`config.mk`:
```
export PLATFORM = sky130hd
export DESIGN_NAME = quad_lane_alu
export DESIGN_NICKNAME = d
export VERILOG_FILES = /design/src/rtl/qdl_pkg.sv /design/src/rtl/qdl_gates.sv /design/src/rtl/qdl_mod4.sv /design/src/rtl/qdl_lane.sv /design/src/rtl/quad_lane_alu.sv
export SDC_FILE = /design/constraint.sdc
export NUM_CORES = 1
export LEC_CHECK = 0
export BUFFER_PORTS_ARGS = -buffer_cell sky130_fd_sc_hd__buf_2
export CAP_MARGIN = 10
export CORE_ASPECT_RATIO = 0.75
export CORE_UTILIZATION = 45
export CTS_BUF_LIST = sky130_fd_sc_hd__clkbuf_16
export DETAILED_ROUTE_END_ITERATION = 10
export PLACE_DENSITY = 0.67
export SLEW_MARGIN = 20
export SYNTH_ARGS = -nofsm -noshare
export SYNTH_HDL_FRONTEND = slang
export SYNTH_HIERARCHICAL = 1
export SYNTH_SLANG_ARGS = --single-unit
```
`constraint.sdc`:
```
create_clock -name clk -period 1.4 [get_ports clk]
set_input_delay 0.28 -clock clk [delete_from_list [all_inputs] [get_ports clk]]
set_output_delay 0.28 -clock clk [all_outputs]
set_load 0.02 [all_outputs]
```
`src/rtl/qdl_pkg.sv`:
```
// Shared constants for the quaternary lane unit.
// Assumes a digit is always two bits wide.
package qdl_pkg;
    localparam int DIG_W = 2;

    typedef enum logic [3:0] {
        OP_OR   = 4'd0,
        OP_AND  = 4'd1,
        OP_INV  = 4'd2,
        OP_XOR  = 4'd3,
        OP_NAND = 4'd4,
        OP_NOR  = 4'd5,
        OP_XNOR = 4'd6,
        OP_ADD4 = 4'd7,
        OP_MUL4 = 4'd8
    } qop_e;
endpackage

```
`src/rtl/qdl_gates.sv`:
```
// Bit-wise gate bank for one digit: every output bit uses only the
// same-position bits of the two operand pairs.
// Assumes nothing about operand values.
module qdl_gates
    import qdl_pkg::*;
(
    input  logic [DIG_W-1:0] a_i,
    input  logic [DIG_W-1:0] b_i,
    output logic [DIG_W-1:0] or_o,
    output logic [DIG_W-1:0] and_o,
    output logic [DIG_W-1:0] inv_o,
    output logic [DIG_W-1:0] xor_o,
    output logic [DIG_W-1:0] nand_o,
    output logic [DIG_W-1:0] nor_o,
    output logic [DIG_W-1:0] xnor_o
);
    // Form each gate result position by position.
    always_comb begin
        or_o   = a_i | b_i;
        and_o  = a_i & b_i;
        inv_o  = ~a_i;
        xor_o  = a_i ^ b_i;
        nand_o = ~(a_i & b_i);
        nor_o  = ~(a_i | b_i);
        xnor_o = ~(a_i ^ b_i);
    end
endmodule

```
`src/rtl/qdl_mod4.sv`:
```
// Carry-free modulo-4 sum and product of one digit pair, built from
// XOR/AND terms; the carry out of bit 1 is dropped by design.
// Assumes digit pairs are {high, low}.
module qdl_mod4
    import qdl_pkg::*;
(
    input  logic [DIG_W-1:0] a_i,
    input  logic [DIG_W-1:0] b_i,
    output logic [DIG_W-1:0] sum_o,
    output logic [DIG_W-1:0] prod_o
);
    logic a_lo, a_hi, b_lo, b_hi;

    // Split the pairs into named bits.
    always_comb begin
        a_lo = a_i[0];
        a_hi = a_i[1];
        b_lo = b_i[0];
        b_hi = b_i[1];
    end

    // Sum: low bit is the half-add, high bit folds in the low carry.
    always_comb begin
        sum_o[0] = a_lo ^ b_lo;
        sum_o[1] = (a_lo & b_lo) ^ (a_hi ^ b_hi);
    end

    // Product: high bit keeps only the cross terms, the 4's term vanishes.
    always_comb begin
        prod_o[0] = a_lo & b_lo;
        prod_o[1] = (a_lo & b_hi) ^ (a_hi & b_lo);
    end
endmodule

```
`src/rtl/qdl_lane.sv`:
```
// One digit lane: the gate bank and the modulo-4 unit run side by side
// and the operation code picks one result; spare codes give zero.
// Assumes op_i is any 4-bit value.
module qdl_lane
    import qdl_pkg::*;
(
    input  logic [3:0]       op_i,
    input  logic [DIG_W-1:0] a_i,
    input  logic [DIG_W-1:0] b_i,
    output logic [DIG_W-1:0] y_o
);
    logic [DIG_W-1:0] r_or, r_and, r_inv, r_xor, r_nand, r_nor, r_xnor;
    logic [DIG_W-1:0] r_sum, r_prod;

    qdl_gates u_gates (
        .a_i    (a_i),
        .b_i    (b_i),
        .or_o   (r_or),
        .and_o  (r_and),
        .inv_o  (r_inv),
        .xor_o  (r_xor),
        .nand_o (r_nand),
        .nor_o  (r_nor),
        .xnor_o (r_xnor)
    );

    qdl_mod4 u_mod4 (
        .a_i    (a_i),
        .b_i    (b_i),
        .sum_o  (r_sum),
        .prod_o (r_prod)
    );

    // Select the lane result by operation code.
    always_comb begin
        case (op_i)
            OP_OR:   y_o = r_or;
            OP_AND:  y_o = r_and;
            OP_INV:  y_o = r_inv;
            OP_XOR:  y_o = r_xor;
            OP_NAND: y_o = r_nand;
            OP_NOR:  y_o = r_nor;
            OP_XNOR: y_o = r_xnor;
            OP_ADD4: y_o = r_sum;
            OP_MUL4: y_o = r_prod;
            default: y_o = '0;
        endcase
    end
endmodule

```
`src/rtl/quad_lane_alu.sv`:
```
// Digit-parallel quaternary logic/arithmetic unit: LANES independent
// lanes share one operation code. REG_OUT=1 adds a result register
// with synchronous active-low reset; REG_OUT=0 leaves it combinational.
// Assumes inputs are stable around the clock edge when registered.
module quad_lane_alu
    import qdl_pkg::*;
#(
    parameter int LANES   = 8,
    parameter bit REG_OUT = 1'b1
) (
    input  logic                   clk,
    input  logic                   rst_n,
    input  logic [3:0]             op_i,
    input  logic [LANES*DIG_W-1:0] a_i,
    input  logic [LANES*DIG_W-1:0] b_i,
    output logic [LANES*DIG_W-1:0] y_o
);
    localparam int VEC_W = LANES * DIG_W;

    logic [VEC_W-1:0] lane_y;

    for (genvar k = 0; k < LANES; k++) begin : g_lane
        qdl_lane u_lane (
            .op_i (op_i),
            .a_i  (a_i[k*DIG_W +: DIG_W]),
            .b_i  (b_i[k*DIG_W +: DIG_W]),
            .y_o  (lane_y[k*DIG_W +: DIG_W])
        );
    end

    if (REG_OUT) begin : g_reg
        logic [VEC_W-1:0] y_q;
        // Capture the lane results, cleared by reset.
        always_ff @(posedge clk) begin
            if (!rst_n) y_q <= '0;
            else        y_q <= lane_y;
        end
        assign y_o = y_q;
    end else begin : g_comb
        logic unused_ctl;
        assign unused_ctl = clk ^ rst_n;
        assign y_o = lane_y;
    end
endmodule

```
==> results.yml, run 1 <==
cells_and_area:
  antenna_cells: 0
  final_net_count: 700
  syn_to_final_growth_pct: 31.4
  drive_gt1_share_pct: 34.5
  final_core_util_pct: 61.9
  largest_reg_flops: 16
floorplanning:
  pin_count: 54
  start_util_pct: 47.1
  dieArea_um2: 8770
  die_height_um: 81.4
  core_um2: 8020
  fp-row-count: 28
  fp.dieW_um: 108
worst_setup_path:
  path_class: "in2reg"
  worstPathRequired_ns: 1.56
  crit_path_start_kind: "input pin"
  crit_fanout: 4
  worstPathArrival_ns: 1.52
  worstSetupEndpointType: "flip-flop"
global_routing:
  grt_max_degree: 37
  track_usage_pct: 20.1
  grt_pass1_wl_um: 14400
  antenna_found_initial: 0
  overflow: 0
  grt_pass1_vias: 3403
clock_tree:
  ctsHtreeMaxLevel: 1
  cts_tree: "done"
  clock-sinks: 16
  numCtsBuffers: 3
  cts-root-buf: "clkbuf_16"
  clk_pin_slew_ns: 0.06
  post_cts_buffers: 0
  hold_buffers: 0
  clockBufferDepth: 2
logic_synthesis:
  synthCells: 465
  synth_edf_count: 0
  synth_fa_ha_area_share_pct: 23.8
  synth.yosys.seq_area_share_pct: 8.47
  synthSimpleGateAreaFrac_pct: 22.9
  synth_area_leaders: "ha_1, dfxtp_1, inv_1, mux2i_1, nand2_1"
  yosysTopAreaCellShare_pct: 23.8
  synthMuxAreaShare_pct: 8.74
  syn_area_per_cell_um2: 8.13
  syn_area_um2: 3780
  synth_top_family_by_area: "adder cells"
  synth_compound_area_share_pct: 16.7
  synth_ff_type: "dfxtp_1"
  synth-xor-area-share_pct: 5.56
  yosys_warnings: 6
  ys_ff_latch: 16
  async_flop_share_pct: 0
  ys_types: 31
  syn_nets: 575
  synth_top_area_cell: "ha_1"
hold_path:
  hold_class: "in2reg"
outcome:
  status: "finished, final reports clean"
sta:
  slew_violations: 0
  finalSetupTns_ns: 0
  setup_viol: 0
  post-route-min-period_ns: 1.36
  finalHoldViolCount: 0
  maxSlewHeadroom_pct: 78.1
  max_freq_mhz: 735
  rsz0062_at_grt: "true"
  worstMarginPinSlew_ns: 0.329
  fin_crit_sh_pct: 97.1
  holdWs_ns: 0.465
drt:
  wl_per_cell_um: 12.7
  drt_first_pass_iters: 4
  viasPerCell: 5.13
  drt_wl_total_um: 8840
  post-route-drc-count: 0
  ant_nets: 0
  drt_iter0_markers: 121
  route.vias.total: 3562
placement:
  io_buffers: 53
  dp_hpwl_um: 6660
  gp_congestion: 0.867
power:
  irDropWorstVdd_mv: 0.357
  power_density_nw_per_um2: 480
  power.static_leakage_uw: 0.00268
flow_run:
  maxCapViolCount: 0
==> worst paths after layout <==
| path | cells after the start | slack [ns] | start | end |
|---|---|---|---|---|
| min | 2 | 0.46 | rst_n | y_o[5] |
| max | 8 | 0.04 | a_i[2] | y_o[2] |
==> layer usage <==
layer,up-vias,global-route usage (%),routed length [µm]
li1,1852,-,-
met1,1655,25.0,4300
met2,51,38.0,4290
met3,4,1.28,191
met4,0,4.38,55
met5,-,0,0
==> cell families (layout without fill, tap and decap cells) <==
| family | count (synthesis) | in the layout |
|---|---|---|
| AND/OR/NAND/NOR | 136 | 136 |
| buffers and inverters | 105 | 229 |
| AO/OA/AOI/OAI | 80 | 80 |
| adder cells (fa/ha/maj) | 72 | 72 |
| multiplexers | 32 | 32 |
| XOR/XNOR | 24 | 24 |
| flip-flops | 16 | 16 |
==> layout by cell type, fill, tap and decap left out, drive strengths merged, types with 16 or more instances in the layout <==
master and count:
buf 144, inv 80, ha 72, nand2 40
mux2i 24, nor3 16, dfxtp 16, a31oi 16
xnor2 16, and2 16
==> per-stage QoR <==
step	power, µW	setup slack, ns	area [µm²]	cells
5_1_grt	2560	-0.0256	4970	694
3_5_place_dp	1730	-0.297	4730	690
6_report	2380	0.0401	4970	694
2_1_floorplan	1240	0.0136	3790	465
4_1_cts	2340	0.0212	4810	694
3_3_place_gp	1690	-0.253	4730	690
==> area by class of cell <==
class                      count  area (µm²)
tap                          105         131
fill                         709        3050
clock buffer                   3        75.1
timing repair buffer         145        1070
inverter                      80         300
clock inverter                 1        3.75
multi-input combinational    344        3070
sequential                    16         320
==> what timing repair did <==
action / 4_1_cts / 5_1_grt
endpoints found under the setup margin: 6 / 13
hold endpoints to repair: 0 / 0
pin swaps: 0 / 9
resized for setup: 1 / 35
==> worst max-delay path: stages <==
cell	delay (ns)
clkbuf_4	0.14
inv_1	0.07
ha_1	0.32
and4b_1	0.19
a31oi_2	0.16
o32a_1	0.16
o21ai_1	0.06
and2_4	0.13
==> Yosys cell counts, types with 9 or more instances <==
cell type  count
a31oi_1       16
nor3_1        16
inv_1         80
ha_1          72
nand2_1       40
dfxtp_1       16
xnor2_1       16
buf_6          9
mux2i_1       24
and2_2        12
==> where the power goes <==
| group | switching, µW | internal [µW] |
|---|---|---|
| combinational | 634 | 646 |
| sequential | 10.8 | 488 |
| clock | 224 | 381 |
Power figures use the tool's default switching activity.
==> inputs of run 2 (changes only) <==
PLACE_DENSITY = 0.7   (was 0.67)
SETUP_SLACK_MARGIN = 0.2   (was default)
SYNTH_HIERARCHICAL = default   (was 1)
==> run 2 against run 1 <==
Effect of this change: first-iteration DRC count up 110%; sequential power down 2%; worst setup slack better by 0.11 ns; area after synthesis down 36%; sequential share of layout area up 2.0 points; largest cell class unchanged; via count down 18%; non-clock buffer count down 6; critical path type unchanged.
==> results.yml, run 2 <==
placement:
  gp_congestion: 0.870
  io_buffers: 53
  dp.cells: 511
  dp_hpwl_um: 6150
drt:
  drt_first_pass_iters: 5
  post-route-drc-count: 0
  wl_per_cell_um: 16.1
  drt_wl_total_um: 8410
  route.vias.total: 2926
  ant_nets: 0
  drt_iter0_markers: 256
  viasPerCell: 5.61
sta:
  maxSlewHeadroom_pct: 80.1
  worstMarginPinSlew_ns: 0.297
  holdWs_ns: 0.340
  finalHoldViolCount: 0
  finalSetupTns_ns: 0
  rsz0062_at_grt: "true"
  max_freq_mhz: 798
  fin_crit_sh_pct: 89.5
  slew_violations: 0
  post-route-min-period_ns: 1.25
  setup_viol: 0
logic_synthesis:
  ys_types: 50
  synth_top_area_cell: "ha_1"
  synthCells: 328
  synth_area_leaders: "ha_1, dfxtp_1, nand2_1, inv_1, a21oi_1"
  async_flop_share_pct: 0
  synthMuxAreaShare_pct: 3.74
  yosysMostFrequentCell: "ha_1"
  syn_nets: 405
  synth_compound_area_share_pct: 28.3
  synthSimpleGateAreaFrac_pct: 18.1
  synth_ff_type: "dfxtp_1"
  ys_ff_latch: 16
  synth_edf_count: 0
  synth-xor-area-share_pct: 4.00
  synth_fa_ha_area_share_pct: 20.3
  synth.yosys.seq_area_share_pct: 13.3
  yosysTopAreaCellShare_pct: 20.3
  syn_area_per_cell_um2: 7.34
  yosys-top-cells-count: "ha_1, nand2_1, inv_1"
  syn_area_um2: 2410
  yosys_warnings: 0
  synth_top_family_by_area: "compound AO/OA/AOI/OAI gates"
worst_setup_path:
  worstSetupEndpointType: "flip-flop"
  worstPathArrival_ns: 1.43
  crit_fanout: 8
  path_class: "in2reg"
  worstPathRequired_ns: 1.57
  crit_path_start_kind: "input pin"
floorplanning:
  pin_count: 54
  core_um2: 5010
  start_util_pct: 48.1
  fp.dieW_um: 86.5
  die_height_um: 65.3
  dieArea_um2: 5650
  fp-row-count: 22
hold_path:
  hold_class: "in2reg"
  min_path_cells: 3
  worstHoldEndpoint: "y_o[7]"
  hp-start: "rst_n"
power:
  irDropWorstVdd_mv: 0.368
  finalPower_uw: 2180
  power_density_nw_per_um2: 576
  power.static_leakage_uw: 0.00180
cells_and_area:
  antenna_cells: 0
  fin_cells: 522
  final_net_count: 528
  largest_reg_flops: 16
  layout_commonest_cell: "buf_4"
  drive_gt1_share_pct: 46.2
  final_cell_mix: "buf_4, buf_2, nand2_1"
  syn_to_final_growth_pct: 56.9
clock_tree:
  clock-sinks: 16
  numCtsBuffers: 3
  clk_pin_slew_ns: 0.06
  clockBufferDepth: 2
  cts_tree: "done"
  cts-root-buf: "clkbuf_16"
  ctsHtreeMaxLevel: 1
  hold_buffers: 0
global_routing:
  overflow: 0
  grt_max_degree: 14
  track_usage_pct: 28.0
  grt_pass1_vias: 2626
  grt_pass1_wl_um: 12300
  antenna_found_initial: 0
flow_run:
  maxCapViolCount: 0
outcome:
  status: "finished, final reports clean"
==> run 2: per-stage QoR <==
stage                     instance area, µm²  worst slack [ns]  util (%)
after global routing                    3780            0.0969      75.4
after global placement                  3370            -0.189      67.3
after detailed placement                3370            -0.194      67.3
after CTS                               3560             0.128      71.1
final                                   3780             0.147      75.4
after floorplan                         2600         -0.000290         -
==> run 2: where the power goes <==
part / switching, µW / total, µW / internal [µW]
sequential: 7.55 / 486 / 478
clock: 234 / 615 / 382
combinational: 557 / 1080 / 519
==> run 2: final cells by class <==
class | count | area, µm²
clock buffer | 3 | 75.1
clock inverter | 1 | 3.75
fill | 375 | 1230
inverter | 38 | 161
multi-input combinational | 253 | 2090
sequential | 16 | 320
tap | 72 | 90.1
timing repair buffer | 139 | 1030
==> run 2: worst max path at each step <==
stage / start / end
3_3_place_gp: op_i[2] / y_o[11]
3_5_place_dp: op_i[0] / y_o[13]
4_1_cts: b_i[13] / y_o[13]
6_report: op_i[2] / y_o[9]
2_1_floorplan: op_i[2] / y_o[13]
5_1_grt: op_i[2] / y_o[7]
==> run 2: layer usage <==
layer | vias up | share of wire (%) | GRT usage, % | wire length (µm)
met4 | 0 | 1.2 | 6.04 | 99
met5 | - | 0 | 0 | 0
li1 | 1412 | - | - | -
met2 | 144 | 45 | 44.3 | 3780
met1 | 1356 | 46 | 39.6 | 3850
met3 | 14 | 8.1 | 4.77 | 681
==> run 2: what timing repair did <==
item,4_1_cts,5_1_grt
setup endpoints to repair,16,13
buffers inserted,3,3
gates cloned,0,1
resized for setup,25,45
pin swaps,12,24
==> run 2: cells by family after synthesis <==
kind of cell / Yosys count
XOR/XNOR: 11
flip-flops: 16
AND/OR/NAND/NOR: 92
multiplexers: 9
adder cells (fa/ha/maj): 39
buffers and inverters: 59
AO/OA/AOI/OAI: 102
==> run 2: worst max-delay path, cell delays in order <==
cell     delay (ns)
buf_12         0.11
or2_4          0.30
nor3_4         0.31
buf_4          0.17
a22oi_2        0.05
a31oi_1        0.21
